<file path="config.mk">
export PLATFORM = sky130hd
export DESIGN_NAME = seqmap_tracker
export DESIGN_NICKNAME = d
export VERILOG_FILES = /design/src/rtl/seqmap_pkg.sv /design/src/rtl/seqmap_addr_split.sv /design/src/rtl/seqmap_judge.sv /design/src/rtl/seqmap_table.sv /design/src/rtl/seqmap_tracker.sv
export SDC_FILE = /design/constraint.sdc
export NUM_CORES = 1
export LEC_CHECK = 0
export CAP_MARGIN = 5
export CORE_MARGIN = 2
export CORE_UTILIZATION = 50
export DETAILED_ROUTE_END_ITERATION = 10
export PLACE_DENSITY = 0.72
export SLEW_MARGIN = 20
export SYNTH_ARGS = -nofsm -noshare
export SYNTH_HDL_FRONTEND = slang
export SYNTH_SLANG_ARGS = --single-unit
</file>
<file path="constraint.sdc">
create_clock -name clk -period 6 [get_ports clk]
set_clock_uncertainty 0.2 [all_clocks]
set_input_delay 1.2 -clock clk [delete_from_list [all_inputs] [get_ports clk]]
set_output_delay 1.2 -clock clk [all_outputs]
set_load 0.1 [all_outputs]
</file>
<file path="src/rtl/seqmap_pkg.sv">
// Package: operation and status codes shared by the mapping tracker.
// Assumes: codes are fixed because the host and the bench decode them.
package seqmap_pkg;

    typedef enum logic [1:0] {
        OP_READ  = 2'd0,
        OP_WRITE = 2'd1,
        OP_TRIM  = 2'd2,
        OP_RSVD  = 2'd3
    } op_e;

    typedef enum logic [2:0] {
        ST_OK        = 3'd0,
        ST_UNWRITTEN = 3'd1,
        ST_BEST      = 3'd2,
        ST_DEMOTED   = 3'd3,
        ST_FULL      = 3'd4
    } status_e;

endpackage

</file>
<file path="src/rtl/seqmap_addr_split.sv">
// Module: seqmap_addr_split
// Splits a byte address into block number and page offset, and flags whether
// the request is exactly one page long and starts on a page boundary.
// Assumes: page and block sizes are powers of two, so division is a bit slice.
module seqmap_addr_split #(
    parameter int PAGE_LOG2  = 12,
    parameter int PAGES_LOG2 = 6,
    parameter int BLKS_LOG2  = 4,
    parameter int SIZE_W     = 16,
    localparam int ADDR_W    = PAGE_LOG2 + PAGES_LOG2 + BLKS_LOG2
) (
    input  logic [ADDR_W-1:0]     addr,
    input  logic [SIZE_W-1:0]     size,
    output logic [BLKS_LOG2-1:0]  lbn,
    output logic [PAGES_LOG2-1:0] page,
    output logic                  aligned
);
    localparam logic [SIZE_W-1:0] PAGE_BYTES = SIZE_W'(1 << PAGE_LOG2);

    // Field extraction and page-shape test.
    always_comb begin
        lbn     = addr[ADDR_W-1 -: BLKS_LOG2];
        page    = addr[PAGE_LOG2 +: PAGES_LOG2];
        aligned = (addr[PAGE_LOG2-1:0] == '0) && (size == PAGE_BYTES);
    end
endmodule

</file>
<file path="src/rtl/seqmap_judge.sv">
// Module: seqmap_judge
// Decides the outcome of one request against the current entry of its block
// and produces the entry to write back.
// Assumes: cur_pos never exceeds the page count of a block.
module seqmap_judge
    import seqmap_pkg::*;
#(
    parameter int PAGES_LOG2 = 6,
    localparam int POS_W     = PAGES_LOG2 + 1,
    localparam int PAGES     = 1 << PAGES_LOG2
) (
    input  logic [1:0]            op,
    input  logic [POS_W-1:0]      cur_pos,
    input  logic                  cur_opt,
    input  logic [PAGES_LOG2-1:0] page,
    input  logic                  aligned,
    output logic [2:0]            status,
    output logic                  we,
    output logic [POS_W-1:0]      nxt_pos,
    output logic                  nxt_opt,
    output logic                  opt_after
);
    logic             full;
    logic [POS_W-1:0] page_ext;
    status_e          st;

    // Outcome decision for read, write and trim.
    always_comb begin
        full     = (cur_pos == POS_W'(PAGES));
        page_ext = {1'b0, page};
        st       = ST_OK;
        we       = 1'b0;
        nxt_pos  = cur_pos;
        nxt_opt  = cur_opt;
        case (op_e'(op))
            OP_WRITE: begin
                if (!cur_opt) begin
                    st = ST_BEST;
                end else if (full) begin
                    st      = ST_FULL;
                    we      = 1'b1;
                    nxt_opt = 1'b0;
                end else if (aligned && (page_ext == cur_pos)) begin
                    st      = ST_OK;
                    we      = 1'b1;
                    nxt_pos = cur_pos + 1'b1;
                end else begin
                    st      = ST_DEMOTED;
                    we      = 1'b1;
                    nxt_opt = 1'b0;
                end
            end
            OP_TRIM: begin
                st      = ST_OK;
                we      = 1'b1;
                nxt_pos = '0;
                nxt_opt = 1'b1;
            end
            default: begin
                if (!cur_opt)               st = ST_BEST;
                else if (page_ext < cur_pos) st = ST_OK;
                else                        st = ST_UNWRITTEN;
            end
        endcase
        status    = st;
        opt_after = we ? nxt_opt : cur_opt;
    end
endmodule

</file>
<file path="src/rtl/seqmap_table.sv">
// Module: seqmap_table
// Holds write position and optimal flag for every logical block, with one
// combinational read port and one write port on the same index.
// Physical ids are base plus block number; allocation lives elsewhere.
// Assumes: synchronous active-low reset erases every entry.
module seqmap_table #(
    parameter int                 BLKS_LOG2  = 4,
    parameter int                 PAGES_LOG2 = 6,
    parameter int                 PBID_W     = 22,
    parameter logic [PBID_W-1:0]  PBID_BASE  = 22'h100,
    localparam int                BLKS       = 1 << BLKS_LOG2,
    localparam int                POS_W      = PAGES_LOG2 + 1,
    localparam int                PAGES      = 1 << PAGES_LOG2
) (
    input  logic                 clk,
    input  logic                 rst_n,
    input  logic [BLKS_LOG2-1:0] idx,
    input  logic                 we,
    input  logic [POS_W-1:0]     wr_pos,
    input  logic                 wr_opt,
    output logic [PBID_W-1:0]    rd_pbid,
    output logic [POS_W-1:0]     rd_pos,
    output logic                 rd_opt
);
    logic [POS_W-1:0] ent_pos [BLKS];
    logic [BLKS-1:0]  ent_opt;

    for (genvar i = 0; i < BLKS; i++) begin : g_ent
        // Per-entry storage: erase on reset, load on an indexed write.
        always_ff @(posedge clk) begin
            if (!rst_n) begin
                ent_pos[i] <= '0;
                ent_opt[i] <= 1'b1;
            end else if (we && (idx == BLKS_LOG2'(i))) begin
                ent_pos[i] <= wr_pos;
                ent_opt[i] <= wr_opt;
            end
        end


        pos_bound_chk: assert property (@(posedge clk) disable iff (!rst_n)
            ent_pos[i] <= POS_W'(PAGES));


        wr_land_chk: assert property (@(posedge clk) disable iff (!rst_n)
            (we && idx == BLKS_LOG2'(i)) |=>
                (ent_pos[i] == $past(wr_pos) && ent_opt[i] == $past(wr_opt)));
    end


    rst_erase_chk: assert property (@(posedge clk)
        !rst_n |=> (ent_opt == {BLKS{1'b1}}));

    // Read port and fixed physical id.
    always_comb begin
        rd_pos  = ent_pos[idx];
        rd_opt  = ent_opt[idx];
        rd_pbid = PBID_BASE + PBID_W'(idx);
    end
endmodule

</file>
<file path="src/rtl/seqmap_tracker.sv">
// Module: seqmap_tracker (top)
// Accepts read/write/trim requests, performs a one-cycle table
// read-modify-write and returns a registered response the next cycle.
// Assumes: one request in flight; the response is held under back-pressure.
module seqmap_tracker
    import seqmap_pkg::*;
#(
    parameter int                PAGE_LOG2  = 12,
    parameter int                PAGES_LOG2 = 6,
    parameter int                BLKS_LOG2  = 4,
    parameter int                SIZE_W     = 16,
    parameter int                PBID_W     = 22,
    parameter logic [PBID_W-1:0] PBID_BASE  = 22'h100,
    localparam int               ADDR_W     = PAGE_LOG2 + PAGES_LOG2 + BLKS_LOG2
) (
    input  logic                  clk,
    input  logic                  rst_n,
    input  logic                  req_valid,
    output logic                  req_ready,
    input  logic [1:0]            req_op,
    input  logic [ADDR_W-1:0]     req_addr,
    input  logic [SIZE_W-1:0]     req_size,
    input  logic                  rsp_ready,
    output logic                  rsp_valid,
    output logic [2:0]            rsp_status,
    output logic [PBID_W-1:0]     rsp_pbid,
    output logic [PAGES_LOG2-1:0] rsp_page,
    output logic                  rsp_opt
);
    localparam int POS_W = PAGES_LOG2 + 1;

    logic [BLKS_LOG2-1:0]  lbn;
    logic [PAGES_LOG2-1:0] page;
    logic                  aligned;
    logic [PBID_W-1:0]     cur_pbid;
    logic [POS_W-1:0]      cur_pos;
    logic                  cur_opt;
    logic [2:0]            status;
    logic                  j_we;
    logic [POS_W-1:0]      nxt_pos;
    logic                  nxt_opt;
    logic                  opt_after;
    logic                  accept;

    seqmap_addr_split #(
        .PAGE_LOG2 (PAGE_LOG2),
        .PAGES_LOG2(PAGES_LOG2),
        .BLKS_LOG2 (BLKS_LOG2),
        .SIZE_W    (SIZE_W)
    ) u_split (
        .addr   (req_addr),
        .size   (req_size),
        .lbn    (lbn),
        .page   (page),
        .aligned(aligned)
    );

    seqmap_table #(
        .BLKS_LOG2 (BLKS_LOG2),
        .PAGES_LOG2(PAGES_LOG2),
        .PBID_W    (PBID_W),
        .PBID_BASE (PBID_BASE)
    ) u_table (
        .clk    (clk),
        .rst_n  (rst_n),
        .idx    (lbn),
        .we     (j_we && accept),
        .wr_pos (nxt_pos),
        .wr_opt (nxt_opt),
        .rd_pbid(cur_pbid),
        .rd_pos (cur_pos),
        .rd_opt (cur_opt)
    );

    seqmap_judge #(
        .PAGES_LOG2(PAGES_LOG2)
    ) u_judge (
        .op       (req_op),
        .cur_pos  (cur_pos),
        .cur_opt  (cur_opt),
        .page     (page),
        .aligned  (aligned),
        .status   (status),
        .we       (j_we),
        .nxt_pos  (nxt_pos),
        .nxt_opt  (nxt_opt),
        .opt_after(opt_after)
    );

    // Handshake: take a request when the response slot is free or draining.
    always_comb begin
        req_ready = !rsp_valid || rsp_ready;
        accept    = req_valid && req_ready;
    end

    // Response register: load on accept, clear when drained, else hold.
    always_ff @(posedge clk) begin
        if (!rst_n) begin
            rsp_valid  <= 1'b0;
            rsp_status <= '0;
            rsp_pbid   <= '0;
            rsp_page   <= '0;
            rsp_opt    <= 1'b0;
        end else if (accept) begin
            rsp_valid  <= 1'b1;
            rsp_status <= status;
            rsp_pbid   <= cur_pbid;
            rsp_page   <= page;
            rsp_opt    <= opt_after;
        end else if (rsp_ready) begin
            rsp_valid  <= 1'b0;
        end
    end


    rsp_hold_chk: assert property (@(posedge clk) disable iff (!rst_n)
        (rsp_valid && !rsp_ready) |=>
            (rsp_valid && $stable(rsp_status) && $stable(rsp_pbid) && $stable(rsp_page)));


    rsp_follow_chk: assert property (@(posedge clk) disable iff (!rst_n)
        (req_valid && req_ready) |=> rsp_valid);


    best_nonopt_chk: assert property (@(posedge clk) disable iff (!rst_n)
        (rsp_valid && rsp_status == ST_BEST) |-> !rsp_opt);


    unwr_opt_chk: assert property (@(posedge clk) disable iff (!rst_n)
        (rsp_valid && rsp_status == ST_UNWRITTEN) |-> rsp_opt);


    demote_flag_chk: assert property (@(posedge clk) disable iff (!rst_n)
        (rsp_valid && (rsp_status == ST_DEMOTED || rsp_status == ST_FULL)) |-> !rsp_opt);
endmodule

</file>
==> results list, run 1 <==
* Result of the run: finished clean
- Pin count of the biggest net entering global routing: 36
* CP Capture Type: flip-flop
- The design draws 0.002602 W.
- Leading cell type in the layout, fill and taps excluded: nor2_1
* Instance count along the most critical hold path: 2
* Die Width: 123.6 microns
- The top cell types in the final layout, fill and taps aside, are nor2_1 (145), edfxtp_1 (112), nand2_1 (66), clkdlybuf4s50_1 (59), dfxtp_1 (32).
- In the post-synthesis netlist, the biggest area contributors are edfxtp_1 (47%), dfxtp_1 (9.0%), nor2_1 (7.6%).
* Yosys top cell by area: edfxtp_1
- Leak Pwr: 3.073 nW
- Primary flip-flop cell chosen by synthesis mapping: edfxtp_1
- Setup slack closes at 0.8693 ns.
* Effective utilization at floorplan: 51.30%
* Asr flop ratio synth: 0%
- Setup violations remaining at the end of the flow were counted as 0.
* Overall die area: 15270 sq um
- Number of hold-repair buffers added at the cts stage: 0
- Counting every sink on the clock net gives 144.
- Worst setup startpoint: req_addr[18]
* Antenna violations before repair: 0
- Hold Crit Class: flip-flop to flip-flop
- Power density cells: 304.9 nW/um^2
- The critical path is of the input port to flip-flop type.
* Post-synthesis cell type count: 53
* Overall overflow remaining after global route: 0
- For this block, the routed nets add up to 17.40 mm of wire.
- Dividing the final minimum period by the clock period gives 85.51%.
- R2r worst-path depth: 13
- Number of synthesized register bits: 144
* Maximum fanout count along the critical path: 16
* Num rows: 43
- Worst hold slack across all endpoints: 0.2506 ns
* Post-synthesis instance area: 7148 sq um
- For this run, the number of Yosys warnings is 0.
* Time the worst path needs with I/O delays and setup: 5.131 ns
- RSZ-0062 raised after global routing: false
- Data required time at the worst endpoint: 5.96 ns
- Worst slew pin tran: 1.006 ns
- After routing, the total negative slack on setup checks comes to 0 ns.
- Fraction of post-synthesis cell area in the top cell type by area: 47.05%
* Post-detail-place hpwl: 11.96 mm
* Clock-pin transition on the worst setup and hold timing paths: 0.06 ns
* Maximum ir drop on the vdd rail: 237.7 uV
- Area of the placeable core: 13930 sq um
- In the synthesized netlist, the number of instances is 603.
- Global-route wire length before repair: 27.03 mm
- Minimum setup slack among reg-to-reg paths: 1.95 ns
- STA classifies the critical path startpoint as an input port.
* Syn Area/Cell: 11.85 sq um
- Iteration count of the initial detailed-routing pass: 5
* Number of top-level pins: 78
- Critical path destination: u_table.ent_pos[14][5]$_SDFFCE_PN0P_
- Of the cells placed in the final design, the portion with a size suffix greater than 1 is 14.79%.
- Critical path's largest stage delay: 0.58 ns
- Slowest cell on the critical path: mux4_1
* Maximum number of buffers from clock root to sink: 2
- Area growth from synthesis to layout: 19.38%
- Buffers added to address setup during post-CTS repair amount to 0.
- After clock tree synthesis, the repair step resized 0 gates.
- In this run the critical register-to-register path is launched from u_table.ent_pos[1][2]$_SDFFCE_PN0P_.
- Data arrives at the worst endpoint at 5.09 ns.
- Seq/Total Area, Yosys: 56.01%
- The detail route stage leaves a number of antenna-violating nets equal to 0.
* Num CTS Buffers: 17
- Root buffer cell: clkbuf_16
- Placer Congestion: 0.8822
- Count of nets after finishing: 724
- 0 antenna diodes ended up in the layout.
- Input and output buffers added on the ports amount to 60.
- The synthesized design contains 112 enable-type register cells.
* Number of hold violations in the final report: 0
- Based on the critical path, the design can be clocked at up to 0.1949 GHz.
- Vias per cell: 5.778
- Die Span Y: 123.6 microns
* Worst reg2reg path endpoint: u_table.ent_pos[14][5]$_SDFFCE_PN0P_
- Among the stages of the critical path, the cell type that occurs most often is buf_4.
- In the final routed layout, each cell accounts on average for 20.16 microns.
* Source-to-sink clock delay at the later pin of the worst-skew pair: 0.43 ns
- Vias in the first global route: 4906
- Starting DRC count in detailed routing: 487
- After detailed routing, the number of remaining DRC violations is 0.
- Global router's overall resource usage: 24.32%
- Clock tree from TritonCTS: done
- The H-tree was split into 4 levels.
* Via count of the routed design: 4986
- Setup Slack @ Placement: 0.4420 ns
- Traced cell by cell, the critical path runs through buf_2 -> buf_4 -> mux4_1 -> a22oi_1 -> nand2_2 -> inv_1 -> ha_1 -> and4_1 -> nand4_1 -> nor4_2 -> buf_4 -> nand3_4 -> nor4_4 -> mux2i_4 -> nor2_1.
* Max-slew violation total from the final report: 0
- Worst relative slew slack: 32.75%
- MaxCap Viol Count: 0
worst min-delay path by stage:
stage	start	slack [ns]	to
finish	rsp_status[2]$_SDFFE_PN0P_	0.25	rsp_status[2]$_SDFFE_PN0P_
floorplan	u_table.ent_opt[10]$_SDFFE_PN1P_	0.28	u_table.ent_opt[10]$_SDFFE_PN1P_
global route	rsp_pbid[0]$_SDFFE_PN0P_	0.27	rsp_pbid[0]$_SDFFE_PN0P_
global placement	rsp_page[1]$_SDFFE_PN0P_	0.24	rsp_page[1]$_SDFFE_PN0P_
CTS	rsp_status[2]$_SDFFE_PN0P_	0.25	rsp_status[2]$_SDFFE_PN0P_
detailed placement	rsp_status[2]$_SDFFE_PN0P_	0.25	rsp_status[2]$_SDFFE_PN0P_
cell families after synthesis:
group                      after synthesis  synth area share, %
DFF                                    144                56.01
other                                    1              0.05246
buffers and inverters                   66                5.339
and+or+nand+nor                        266                16.47
muxes                                   55                14.32
AOI/OAI and AO/OA                       60                5.934
xor gates and xnor gates                 1               0.1225
adders and majority gates               10                1.750
registers in the layout, indices dropped and copies added, names as in the netlist:
signal,count
u_table.ent_opt,16
rsp_pbid,5
rsp_opt,1
rsp_status,3
rsp_valid,1
rsp_page,6
u_table.ent_pos,112
per-stage QoR:
step,util [%],std cells,instance area (sq um)
3_3_place_gp,56.67,831,7896
3_5_place_dp,56.67,831,7896
5_1_grt,61.24,863,8533
4_1_cts,61.24,863,8533
6_report,61.24,863,8533
2_1_floorplan,-,619,7208
final cells by class:
class                           instances  area (sq um)
Multi-Input combinational cell        409          2823
Fill cell                            1103          5401
Clock buffer                           19         452.9
Sequential cell                       144          4004
Tap cell                              180         225.2
Clock inverter                         13         183.9
Timing Repair Buffer                   85         795.8
Inverter                               13         48.80
per-layer routing:
layer,up-vias,GRT usage [%],share of wire (%)
met4,0,8.949,2.4
met5,-,0,0
met3,30,4.613,6.7
met2,193,39.56,50
met1,2482,32.71,40
li1,2281,-,-
synth_stat cells, types with 2 or more instances:
cell        n
nand3_1    14
buf_6       2
a21oi_1    19
buf_2      16
nand2_2     4
mux4_2     17
buf_1       2
and4_1      2
dfxtp_1    32
edfxtp_1  112
mux4_1     15
a22oi_1    12
buf_4      19
nand2_1    66
o21ai_0    12
nand4_1     5
nor4_4      2
nor3_1      3
inv_1      13
and2_0      2
clkbuf_1   12
a22oi_2     2
or2_2       2
nor2_1    145
ha_1       10
a21oi_4     2
nor2_2      3
mux2i_1    19
nor2b_1     4
mux2_2      3
a211oi_2    2
o21a_1      5
nor4_1      5
power by group:
part	internal, W	total (W)	switching [W]	leakage [nW]
Sequential	0.00111	0.00112	0.0000100	1.42
Combinational	0.000112	0.000360	0.000248	1.35
Clock	0.000717	0.00113	0.000410	0.305
worst max-delay path, delay by kind of cell:
kind | cells | cell delay, ns
AOI/OAI and AO/OA | 1 | 0.32
muxes | 2 | 1.15
and+or+nand+nor | 7 | 1.24
buffers and inverters | 4 | 1.01
adders and majority gates | 1 | 0.13
Note: power is estimated with default switching activity, not from simulation.
==> inputs of run 2 (changes only) <==
--- a/config.mk
+++ b/config.mk
@@ -5,11 +5,12 @@
 export SDC_FILE = /design/constraint.sdc
 export NUM_CORES = 1
 export LEC_CHECK = 0
+export ABC_AREA = 1
 export CAP_MARGIN = 5
 export CORE_MARGIN = 2
 export CORE_UTILIZATION = 50
 export DETAILED_ROUTE_END_ITERATION = 10
-export PLACE_DENSITY = 0.72
+export PLACE_DENSITY = 0.71
 export SLEW_MARGIN = 20
 export SYNTH_ARGS = -nofsm -noshare
 export SYNTH_HDL_FRONTEND = slang
==> run 2 against run 1 <==
  * Register-to-register slack better by 0.82 ns
  * Combinational power is 20% higher
  * Fmax is 9.0% higher
  * Design area is 7.7% higher
  * Routed wire length grew 21%
  * Sequential power hardly changed
  * Sequential share of layout area decreased by 3.3 points
  * Die area grew 13%
  * Total power decreased by 2.2%
==> results list, run 2 <==
- Result of the run: finished clean (unchanged).
- The mean number of vias per cell was 5.409 (was 5.778).
- Pin count of the biggest net entering global routing: 61 (was 36)
* Die Span Y: 131.2 microns (was 123.6 microns)
- The count of input and output buffers is 60 (unchanged).
- The worst hold endpoint was rsp_pbid[8]$_SDFFE_PN0P_ (was rsp_status[2]$_SDFFE_PN0P_).
- The share of synthesized area spent on multiplexers was 0% (was 14.32%).
* Seq/Total Area, Yosys: 49.53% (was 56.01%)
- Syn Area/Cell: 8.174 sq um (was 11.85 sq um)
* Total wire length: 21.12 mm (was 17.40 mm)
* Worst path top cell family by delay: simple AND/OR/NAND/NOR gates (unchanged)
- The worst-margin pin slew is 1.012 ns (was 1.006 ns).
* Sequential power share: 44.0% (was 42.9%)
* Count of final setup violators: 0 (unchanged)
- Leading cell type by number of instances after synthesis: nand2_1 (was nor2_1)
- The cell type contributing the most total cell area after synthesis was edfxtp_1 (unchanged).
- The most repeated library cell on the critical path was nand2_1 (was buf_4).
- Number of synthesized register bits: 144 (unchanged)
- Post-CTS Setup Inserts: 0 (unchanged)
* Number of top-level pins: 78 (unchanged)
- RSZ-0062 raised after global routing: false (unchanged)
- The number of cell rows was 46 (was 43).
- Area of the placeable core: 15830 sq um (was 13930 sq um)
- Critical path's largest stage delay: 0.61 ns (was 0.58 ns)
* Maximum fanout count along the critical path: 35 (was 16)
- The most used flip-flop cell after synthesis is edfxtp_1 (unchanged).
- R2r worst-path depth: 17 (was 13)
- Count of nets after finishing: 1080 (was 724)
* Iteration count of the initial detailed-routing pass: 5 (unchanged)
- Post-detail-place hpwl: 14.52 mm (was 11.96 mm)
* Maximum ir drop on the vdd rail: 196.7 uV (was 237.7 uV)
* Compound-cell area share of the yosys netlist: 5.293% (was 5.934%)
- The type of element capturing the critical path is a flip-flop (unchanged).
- Root buffer cell: clkbuf_16 (unchanged)
- The internal cell power came to 0.001802 W (was 0.001934 W).
- Number of hold-repair buffers added at the cts stage: 0 (unchanged)
* MaxCap Viol Count: 0 (unchanged)
- Hold Crit Class: flip-flop to flip-flop (unchanged)
* Overall die area: 17200 sq um (was 15270 sq um)
- The destination of the worst register-to-register timing path is u_table.ent_pos[10][1]$_SDFFCE_PN0P_ (was u_table.ent_pos[14][5]$_SDFFCE_PN0P_).
- The power per standard cell area came to 277.0 nW/um^2 (was 304.9 nW/um^2).
- Num CTS Buffers: 17 (unchanged)
- Peak Freq: 0.2125 GHz (was 0.1949 GHz)
- Leading cell type in the layout, fill and taps excluded: nand2_1 (was nor2_1)
* Routed Antenna Nets: 0 (unchanged)
- Largest registers: u_table.ent_pos: 112 flops, u_table.ent_opt: 16 flops, rsp_page: 6 flops (unchanged).
- Source-to-sink clock delay at the later pin of the worst-skew pair: 0.43 ns (about the same)
- Number of enable flip-flop cells after synthesis: 112 (unchanged)
* Area of the multi-input gates: 3532 sq um (was 2823 sq um)
- The x dimension of the die was 131.2 microns (was 123.6 microns).
* Share of total power in combinational logic: 17.0% (was 13.8%)
- Highest-count cells in the layout ignoring fill and taps: nand2_1 (373), edfxtp_1 (112), nor2_1 (108), a21oi_1 (62), clkdlybuf4s50_1 (58) (was nor2_1 (145), edfxtp_1 (112), nand2_1 (66), clkdlybuf4s50_1 (59), dfxtp_1 (32)).
- The count of instances resized after the clock tree is built came to 0 (unchanged).
* Via count of the routed design: 6788 (was 4986)
* Overall power after layout: 0.002545 W (was 0.002602 W)
- The startpoint kind of the worst setup timing path is an input port (unchanged).
- Top post-synthesis cells by area: edfxtp_1 (42%), nand2_1 (17%), dfxtp_1 (7.9%) (was edfxtp_1 (47%), dfxtp_1 (9.0%), nor2_1 (7.6%)).
- The post-synthesis cell count was 989 (was 603).
* Maximum number of buffers from clock root to sink: 2 (unchanged)
- Total DRC errors in the routed layout: 0 (unchanged)
- The final count of pins violating max slew was 0 (unchanged).
- Warnings from Yosys: 0 (unchanged)
- The first-pass GRT wire length was 33.23 mm (was 27.03 mm).
- The share of Yosys cell area claimed by the top area cell type came to 41.60% (was 47.05%).
- Data required time at the worst endpoint: 5.94 ns (was 5.96 ns)
- The placed standard-cell area was 8640 sq um (was 7896 sq um).
* Largest reg by FF count: u_table.ent_pos (unchanged)
* Area growth from synthesis to layout: 13.67% (was 19.38%)
* Post-synthesis cell type count: 31 (was 53)
- The data arrival time of the critical path is 4.65 ns (was 5.09 ns).
- Final setup TNS: 0 ns (unchanged)
- The share of the synthesized netlist area taken by xor and xnor gates came to 0% (was 0.1225%).
- The TritonCTS clock tree is done (unchanged).
* Asr flop ratio synth: 0% (unchanged)
* Avg WL per Cell: 16.83 microns (was 20.16 microns)
- The number of filler cells placed in the layout is 1450 (was 1103).
- Antenna violations before repair: 0 (unchanged)
- The clock net sink count was 144 (unchanged).
* Diode insertion count for antenna repair: 0 (unchanged)
- Main combinational cell family by area after synthesis: simple AND/OR/NAND/NOR gates (unchanged)
- The critical path buffer and inverter count was 4 (unchanged).
- The flip-flop count of the largest register after layout was 112 (unchanged).
- The worst hold path stage count is 2 (unchanged).
* Most frequent cells after synthesis: nand2_1 (373), edfxtp_1 (112), nor2_1 (108), a21oi_1 (62), nand3_1 (54) (was nor2_1 (145), edfxtp_1 (112), nand2_1 (66), dfxtp_1 (32))
- The fraction of layout instances using a drive strength above 1 is 12.22% (was 14.79%).
- The global placer's final weighted congestion came to 0.9224 (was 0.8822).
* Share of synthesized cell area in full adder, half adder and majority cells: 1.548% (was 1.750%)
* Worst setup startpoint: req_addr[19] (was req_addr[18])
- Sequential Area: 4004 sq um (unchanged)
- Post-route standard cell area excluding fillers: 9189 sq um (was 8533 sq um)
- The total routing usage reported by global routing came to 24.64% (was 24.32%).
- Vias in the first global route: 6312 (was 4906)
* Clock network power share: 39.0% (was 43.3%)
- The launching point of the worst reg2reg path is u_table.ent_pos[2][3]$_SDFFCE_PN0P_ (was u_table.ent_pos[1][2]$_SDFFCE_PN0P_).
- Synth Area in Simple Gates: 36.06% (was 16.47%)
- Leak Pwr: 3.739 nW (was 3.073 nW)
* WS Path Type: input port to flip-flop (unchanged)
- The minimum clock period was 4.706 ns (was 5.131 ns).
- Number of hold violations in the final report: 0 (unchanged)
* Switching share of power: 29.21% (was 25.67%)
* Starting DRC count in detailed routing: 696 (was 487)
* Share of the cycle needed by the critical path after routing: 78.43% (was 85.51%)
- The setup slack on the worst flop-to-flop path came to 2.77 ns (was 1.95 ns).
- The worst slew margin relative to its limit was 32.33% (was 32.75%).
* Effective utilization at floorplan: 51.08% (was 51.30%)
- Chain of cells forming the critical path: clkdlybuf4s50_1 -> inv_4 -> nor2_4 -> nand2_1 -> nand4_1 -> nand2_1 -> nand2_1 -> nor2_2 -> ha_1 -> nand2_1 -> inv_1 -> nand2_1 -> nor2_1 -> nand3_1 -> nor2_1 -> nand2_2 -> nor3_2 -> o21ai_0 -> inv_1 -> nor2_1 (was buf_2 -> buf_4 -> mux4_1 -> a22oi_1 -> nand2_2 -> inv_1 -> ha_1 -> and4_1 -> nand4_1 -> nor4_2 -> buf_4 -> nand3_4 -> nor4_4 -> mux2i_4 -> nor2_1).
- The net switching power of the design was 0.0007436 W (was 0.0006679 W).
- Clock-pin transition on the worst setup and hold timing paths: 0.06 ns (about the same)
* Startpoint of the worst hold path: rsp_pbid[8]$_SDFFE_PN0P_ (was rsp_status[2]$_SDFFE_PN0P_)
- Overall overflow remaining after global route: 0 (unchanged)
- The post-synthesis instance area was 8084 sq um (was 7148 sq um).
- Slowest cell on the critical path: clkdlybuf4s50_1 (was mux4_1)
- The total number of H-tree levels was 4 (unchanged).
==> run 2: cell count changes in the layout (fill, tap and decap cells not counted), moves of 10 or more <==
cell and change:
a21oi_1 +43, a22oi_1 -12, buf_4 -18, inv_1 +28
mux2i_1 -19, mux4_1 -15, mux4_2 -17, nand2_1 +307
nand2_2 +18, nand3_1 +40, nand4_1 +10, nor2_1 -37
nor2_2 +22, nor3_2 +17
==> run 2: final cells by class <==
cell class | count | area share [%]
Multi-Input combinational cell | 750 | 38.44
Inverter | 46 | 1.934
Timing Repair Buffer | 67 | 7.135
Clock inverter | 5 | 0.3540
Sequential cell | 144 | 43.57
Clock buffer | 27 | 5.624
Tap cell | 216 | 2.941
==> run 2: worst max path at each step <==
stage,endpoint,slack (ns),depth (start not counted)
global placement,u_table.ent_pos[0][1]$_SDFFCE_PN0P_,1.11,18
CTS,u_table.ent_pos[10][1]$_SDFFCE_PN0P_,1.34,20
finish,u_table.ent_pos[10][1]$_SDFFCE_PN0P_,1.29,20
floorplan,u_table.ent_pos[0][4]$_SDFFCE_PN0P_,2.09,22
global route,u_table.ent_pos[13][5]$_SDFFCE_PN0P_,1.0,20
detailed placement,u_table.ent_pos[10][1]$_SDFFCE_PN0P_,0.93,20
==> run 2: worst min-delay path, stage by stage (launching register included) <==
cell and delay, ns:
dfxtp_1 0.32, nor2_1 0.05, nor2_1 0.07
==> run 2: power groups by stage <==
stage / clock [W] / combinational, W / sequential (W)
finish: 0.000993 / 0.000433 / 0.00112
global route: 0.00103 / 0.000465 / 0.00112
global placement: 0 / 0.000425 / 0.00114
detailed placement: 0 / 0.000429 / 0.00114
CTS: 0.000994 / 0.000431 / 0.00112
floorplan: 0 / 0.000271 / 0.00120
==> run 2: per-layer routing <==
metal / wire length [microns] / vias to the layer above / track usage, %
li1: - / 3263 / -
met4: 499 / 0 / 9.903
met1: 9202 / 3158 / 34.61
met2: 9712 / 330 / 37.72
met3: 1706 / 37 / 4.745
met5: 0 / - / 0
==> run 2: logic make-up (layout without fill, tap and decap cells) <==
kind of cell,after synthesis,after routing
adders and majority gates,10,10
and+or+nand+nor,640,640
buffers and inverters,111,145
other,1,17
AOI/OAI and AO/OA,83,83
DFF,144,144
==> run 2: metrics by stage <==
| stage | utilization [%] | hold slack, ns | setup WS (ns) | std cells |
|---|---|---|---|---|
| 5_1_grt | 58.06 | 0.2914 | 0.9999 | 1255 |
| 2_1_floorplan | - | 0.2414 | 2.094 | 1005 |
| 4_1_cts | 58.06 | 0.2744 | 1.340 | 1255 |
| 3_5_place_dp | 54.58 | 0.2605 | 0.9343 | 1223 |
| 6_report | 58.06 | 0.2695 | 1.294 | 1255 |
| 3_3_place_gp | 54.58 | 0.2513 | 1.109 | 1223 |
==> inputs of run 3 (changes only) <==
--- a/config.mk
+++ b/config.mk
@@ -10,7 +10,7 @@
 export CORE_MARGIN = 2
 export CORE_UTILIZATION = 50
 export DETAILED_ROUTE_END_ITERATION = 10
-export PLACE_DENSITY = 0.71
+export PLACE_DENSITY = 0.74
 export SLEW_MARGIN = 20
 export SYNTH_ARGS = -nofsm -noshare
 export SYNTH_HDL_FRONTEND = slang
==> constraint.sdc (replaced) <==
create_clock -name clk -period 3.85 [get_ports clk]
set_clock_uncertainty 0.2 [all_clocks]
set_input_delay 0.77 -clock clk [delete_from_list [all_inputs] [get_ports clk]]
set_output_delay 0.77 -clock clk [all_outputs]
set_load 0.1 [all_outputs]
==> run 3 against run 2 <==
  * Non-clock buffer count grew 70
  * Critical path depth grew 4
  * Sequential power grew 55%
  * Routed wire length grew 2.6%
  * First-iteration DRC count grew 20%
  * Total power grew 68%
  * Highest routed layer unchanged
==> results list, run 3 (synthesis gave the netlist of run 2 again) <==
- Result of the run: finished clean (unchanged).
- Worst relative slew slack: 31.78% (was 32.33%)
- Clock-pin transition on the worst setup and hold timing paths: 0.06 ns (about the same)
* Endpoint of the worst hold path: rsp_opt$_SDFFE_PN0P_ (was rsp_pbid[8]$_SDFFE_PN0P_)
* Leading cell type in the layout, fill and taps excluded: nand2_1 (unchanged)
- The post-route setup TNS is 0 ns (unchanged).
- The number of nets at the end of the flow is 1150 (was 1080).
* Leak Pwr: 4.247 nW (was 3.739 nW)
- The layer with the highest usage after global routing was met2 (unchanged).
- Worst hold slack across all endpoints: 0.2699 ns (was 0.2695 ns)
* Maximum number of buffers from clock root to sink: 2 (unchanged)
- Count of final setup violators: 0 (unchanged)
- Clock network power share: 40.4% (was 39.0%)
* Minimum setup slack among reg-to-reg paths: 0.87 ns (was 2.77 ns)
* WS Path Type: input port to flip-flop (unchanged)
- Arrival time of the worst setup path: 3.53 ns (was 4.65 ns)
- The internal cell power was 0.003070 W (was 0.001802 W).
- The full die area is 17200 sq um (unchanged).
- Avg WL per Cell: 16.36 microns (was 16.83 microns)
- Switch Pwr: 0.001214 W (was 0.0007436 W)
- The count of input and output buffers was 60 (unchanged).
* Overall overflow remaining after global route: 0 (unchanged)
- Share of total power in combinational logic: 18.9% (was 17.0%)
- The core box area is 15830 sq um (unchanged).
- The type of the worst min-delay path is flip-flop to flip-flop (unchanged).
* Vias in the first global route: 6745 (was 6312)
- Worst slew pin tran: 1.020 ns (was 1.012 ns)
- The via count came to 7084 (was 6788).
- Highest-count cells in the layout ignoring fill and taps: nand2_1 (373), edfxtp_1 (112), nor2_1 (108), a21oi_1 (62) (was nand2_1 (373), edfxtp_1 (112), nor2_1 (108), a21oi_1 (62), clkdlybuf4s50_1 (58)).
- The post-cts hold buffer count came to 0 (unchanged).
* Met1 Track Usage GR: 34.83% (was 34.61%)
* Pin count of the biggest net entering global routing: 41 (was 61)
- Sequential power share: 40.7% (was 44.0%)
* Total DRC errors in the routed layout: 0 (unchanged)
- Root buffer cell: clkbuf_16 (unchanged)
* Largest registers: u_table.ent_pos: 112 flops, u_table.ent_opt: 16 flops, rsp_page: 6 flops (unchanged)
- The number of top-level pins is 78 (unchanged).
* Effective utilization at floorplan: 51.08% (unchanged)
* Met3 track demand over resource: 5.015% (was 4.745%)
* Num CTS Buffers: 17 (unchanged)
- Startpoint types: input port (unchanged)
* CP Capture Type: flip-flop (unchanged)
- The half-perimeter wire length of the detailed placement result is 15.78 mm (was 14.52 mm).
* Max-slew violation total from the final report: 0 (unchanged)
- RSZ-0062 raised after global routing: false (unchanged).
* Share of the cycle needed by the critical path after routing: 92.40%
- The worst hold path stage count is 2 (unchanged).
- The switching share of total power came to 28.35% (was 29.21%).
* Area growth from synthesis to layout: 25.82% (was 13.67%)
- The largest vdd supply drop came to 396.9 uV (was 196.7 uV).
- Clock tree from TritonCTS: done (unchanged)
- The total routing usage reported by global routing was 25.57% (was 24.64%).
- The number of nets with antenna violations after routing came to 0 (unchanged).
- Max reg flops: 112 (unchanged)
- Placer Congestion: 0.9788 (was 0.9224)
- Largest reg by FF count: u_table.ent_pos (unchanged)
- The clock net sink count came to 144 (unchanged).
* Global-route wire length before repair: 34.59 mm (was 33.23 mm)
- The aggregate routed wire length was 21.67 mm (was 21.12 mm).
- Met2 routing resource usage after global routing: 41.23% (was 37.72%)
- The final count of hold timing violations was 0 (unchanged).
- Fraction of final layout cells sized beyond drive strength 1: 18.32% (was 12.22%)
- Source-to-sink clock delay at the later pin of the worst-skew pair: 0.43 ns (about the same)
- Vias per cell: 5.350 (was 5.409)
* Starting DRC count in detailed routing: 833 (was 696)
- Startpoint of the worst hold path: rsp_opt$_SDFFE_PN0P_ (was rsp_pbid[8]$_SDFFE_PN0P_)
- Antenna violations before repair: 0 (unchanged)
- Die Width: 131.2 microns (unchanged)
* Iteration count of the initial detailed-routing pass: 6 (was 5)
* Reg-to-Reg Start: u_table.ent_pos[7][0]$_SDFFCE_PN0P_ (was u_table.ent_pos[2][3]$_SDFFCE_PN0P_)
- The total number of H-tree levels came to 4 (unchanged).
* Maximum fanout count along the critical path: 16 (was 35)
- The chip height came to 131.2 microns (unchanged).
- Peak Freq: 0.2811 GHz
- The max capacitance violation total was 0 (unchanged).
- The number of cell rows came to 46 (unchanged).
* Worst reg2reg path endpoint: u_table.ent_pos[15][4]$_SDFFCE_PN0P_ (was u_table.ent_pos[10][1]$_SDFFCE_PN0P_)
* Power density cells: 421.2 nW/um^2 (was 277.0 nW/um^2)
- Time the worst path needs with I/O delays and setup: 3.557 ns
- The critical path data required time came to 3.82 ns (was 5.94 ns).
* R2r worst-path depth: 19 (was 17)
- The total inserted antenna cells is 0 (unchanged).
-- run 3: changes by cell type in the layout (fill, tap and decap cells not counted), sizes merged --
| cell | delta |
|---|---|
| dlymetal6s2s | +3 |
| clkinvlp | +5 |
| bufinv | +4 |
| clkdlybuf4s50 | -4 |
| buf | +71 |
| clkbuf | -10 |
-- run 3: repair_timing --
| action | in CTS | in global routing |
|---|---|---|
| buffers inserted | 0 | 1 |
| resized for setup | 0 | 9 |
| setup endpoints to repair | 0 | 112 |
-- run 3: metrics by stage --
step	instances	utilization (%)	setup slack, ns	instance area (sq um)	total power, W
floorplan	1005	-	0.3744	8144	0.002291
global placement	1292	60.06	-0.3037	9505	0.002560
detailed placement	1292	60.06	-0.4037	9505	0.002569
CTS	1323	63.94	0.04195	10120	0.004270
global route	1324	64.26	0.09132	10170	0.004411
finish	1324	64.26	0.2927	10170	0.004284
-- run 3: power by group through the flow --
stage | logic (W) | clock network (W) | registers (W)
after floorplan | 0.000423 | 0 | 0.00187
after global placement | 0.000787 | 0 | 0.00177
after detailed placement | 0.000793 | 0 | 0.00178
after CTS | 0.000796 | 0.00173 | 0.00174
after global routing | 0.000863 | 0.00180 | 0.00175
final | 0.000810 | 0.00173 | 0.00174
-- run 3: cell type report --
cell class,count,area [sq um]
Clock buffer,17,425.4
Timing Repair Buffer,137,1540
Sequential cell,144,4004
Tap cell,216,270.3
Fill cell,1287,5657
Inverter,46,185.2
Clock inverter,14,188.9
Multi-Input combinational cell,750,3557
-- run 3: worst max path at each step --
stage	to	cells after the start	from
floorplan	u_table.ent_pos[0][4]$_SDFFCE_PN0P_	22	req_addr[18]
global placement	u_table.ent_pos[13][4]$_SDFFCE_PN0P_	22	req_addr[19]
detailed placement	u_table.ent_pos[11][4]$_SDFFCE_PN0P_	22	req_addr[19]
CTS	u_table.ent_pos[11][4]$_SDFFCE_PN0P_	22	req_addr[19]
global route	u_table.ent_pos[14][4]$_SDFFCE_PN0P_	24	req_addr[18]
finish	u_table.ent_pos[15][4]$_SDFFCE_PN0P_	24	req_addr[18]
-- run 3: critical path: stages --
cell,delay [ns]
buf_2,0.16
buf_12,0.16
nor2_2,0.18
buf_4,0.18
nand2_1,0.05
nand4_1,0.09
nand2_1,0.07
nand2_1,0.12
nor2_4,0.06
ha_1,0.29
nand2_1,0.07
inv_1,0.08
nand2_1,0.06
nor2_1,0.13
nand3_1,0.09
nor2_1,0.12
nand2_2,0.10
nor2_2,0.18
nand3_1,0.09
nand2_1,0.11
nor2_4,0.05
nor2_8,0.08
buf_12,0.16
nor2_1,0.06
-- run 3: layer usage --
| layer | up-vias | wire length, microns |
|---|---|---|
| met4 | 0 | 434 |
| met2 | 326 | 10120 |
| met1 | 3298 | 9311 |
| li1 | 3415 | - |
| met5 | - | 0 |
| met3 | 45 | 1798 |
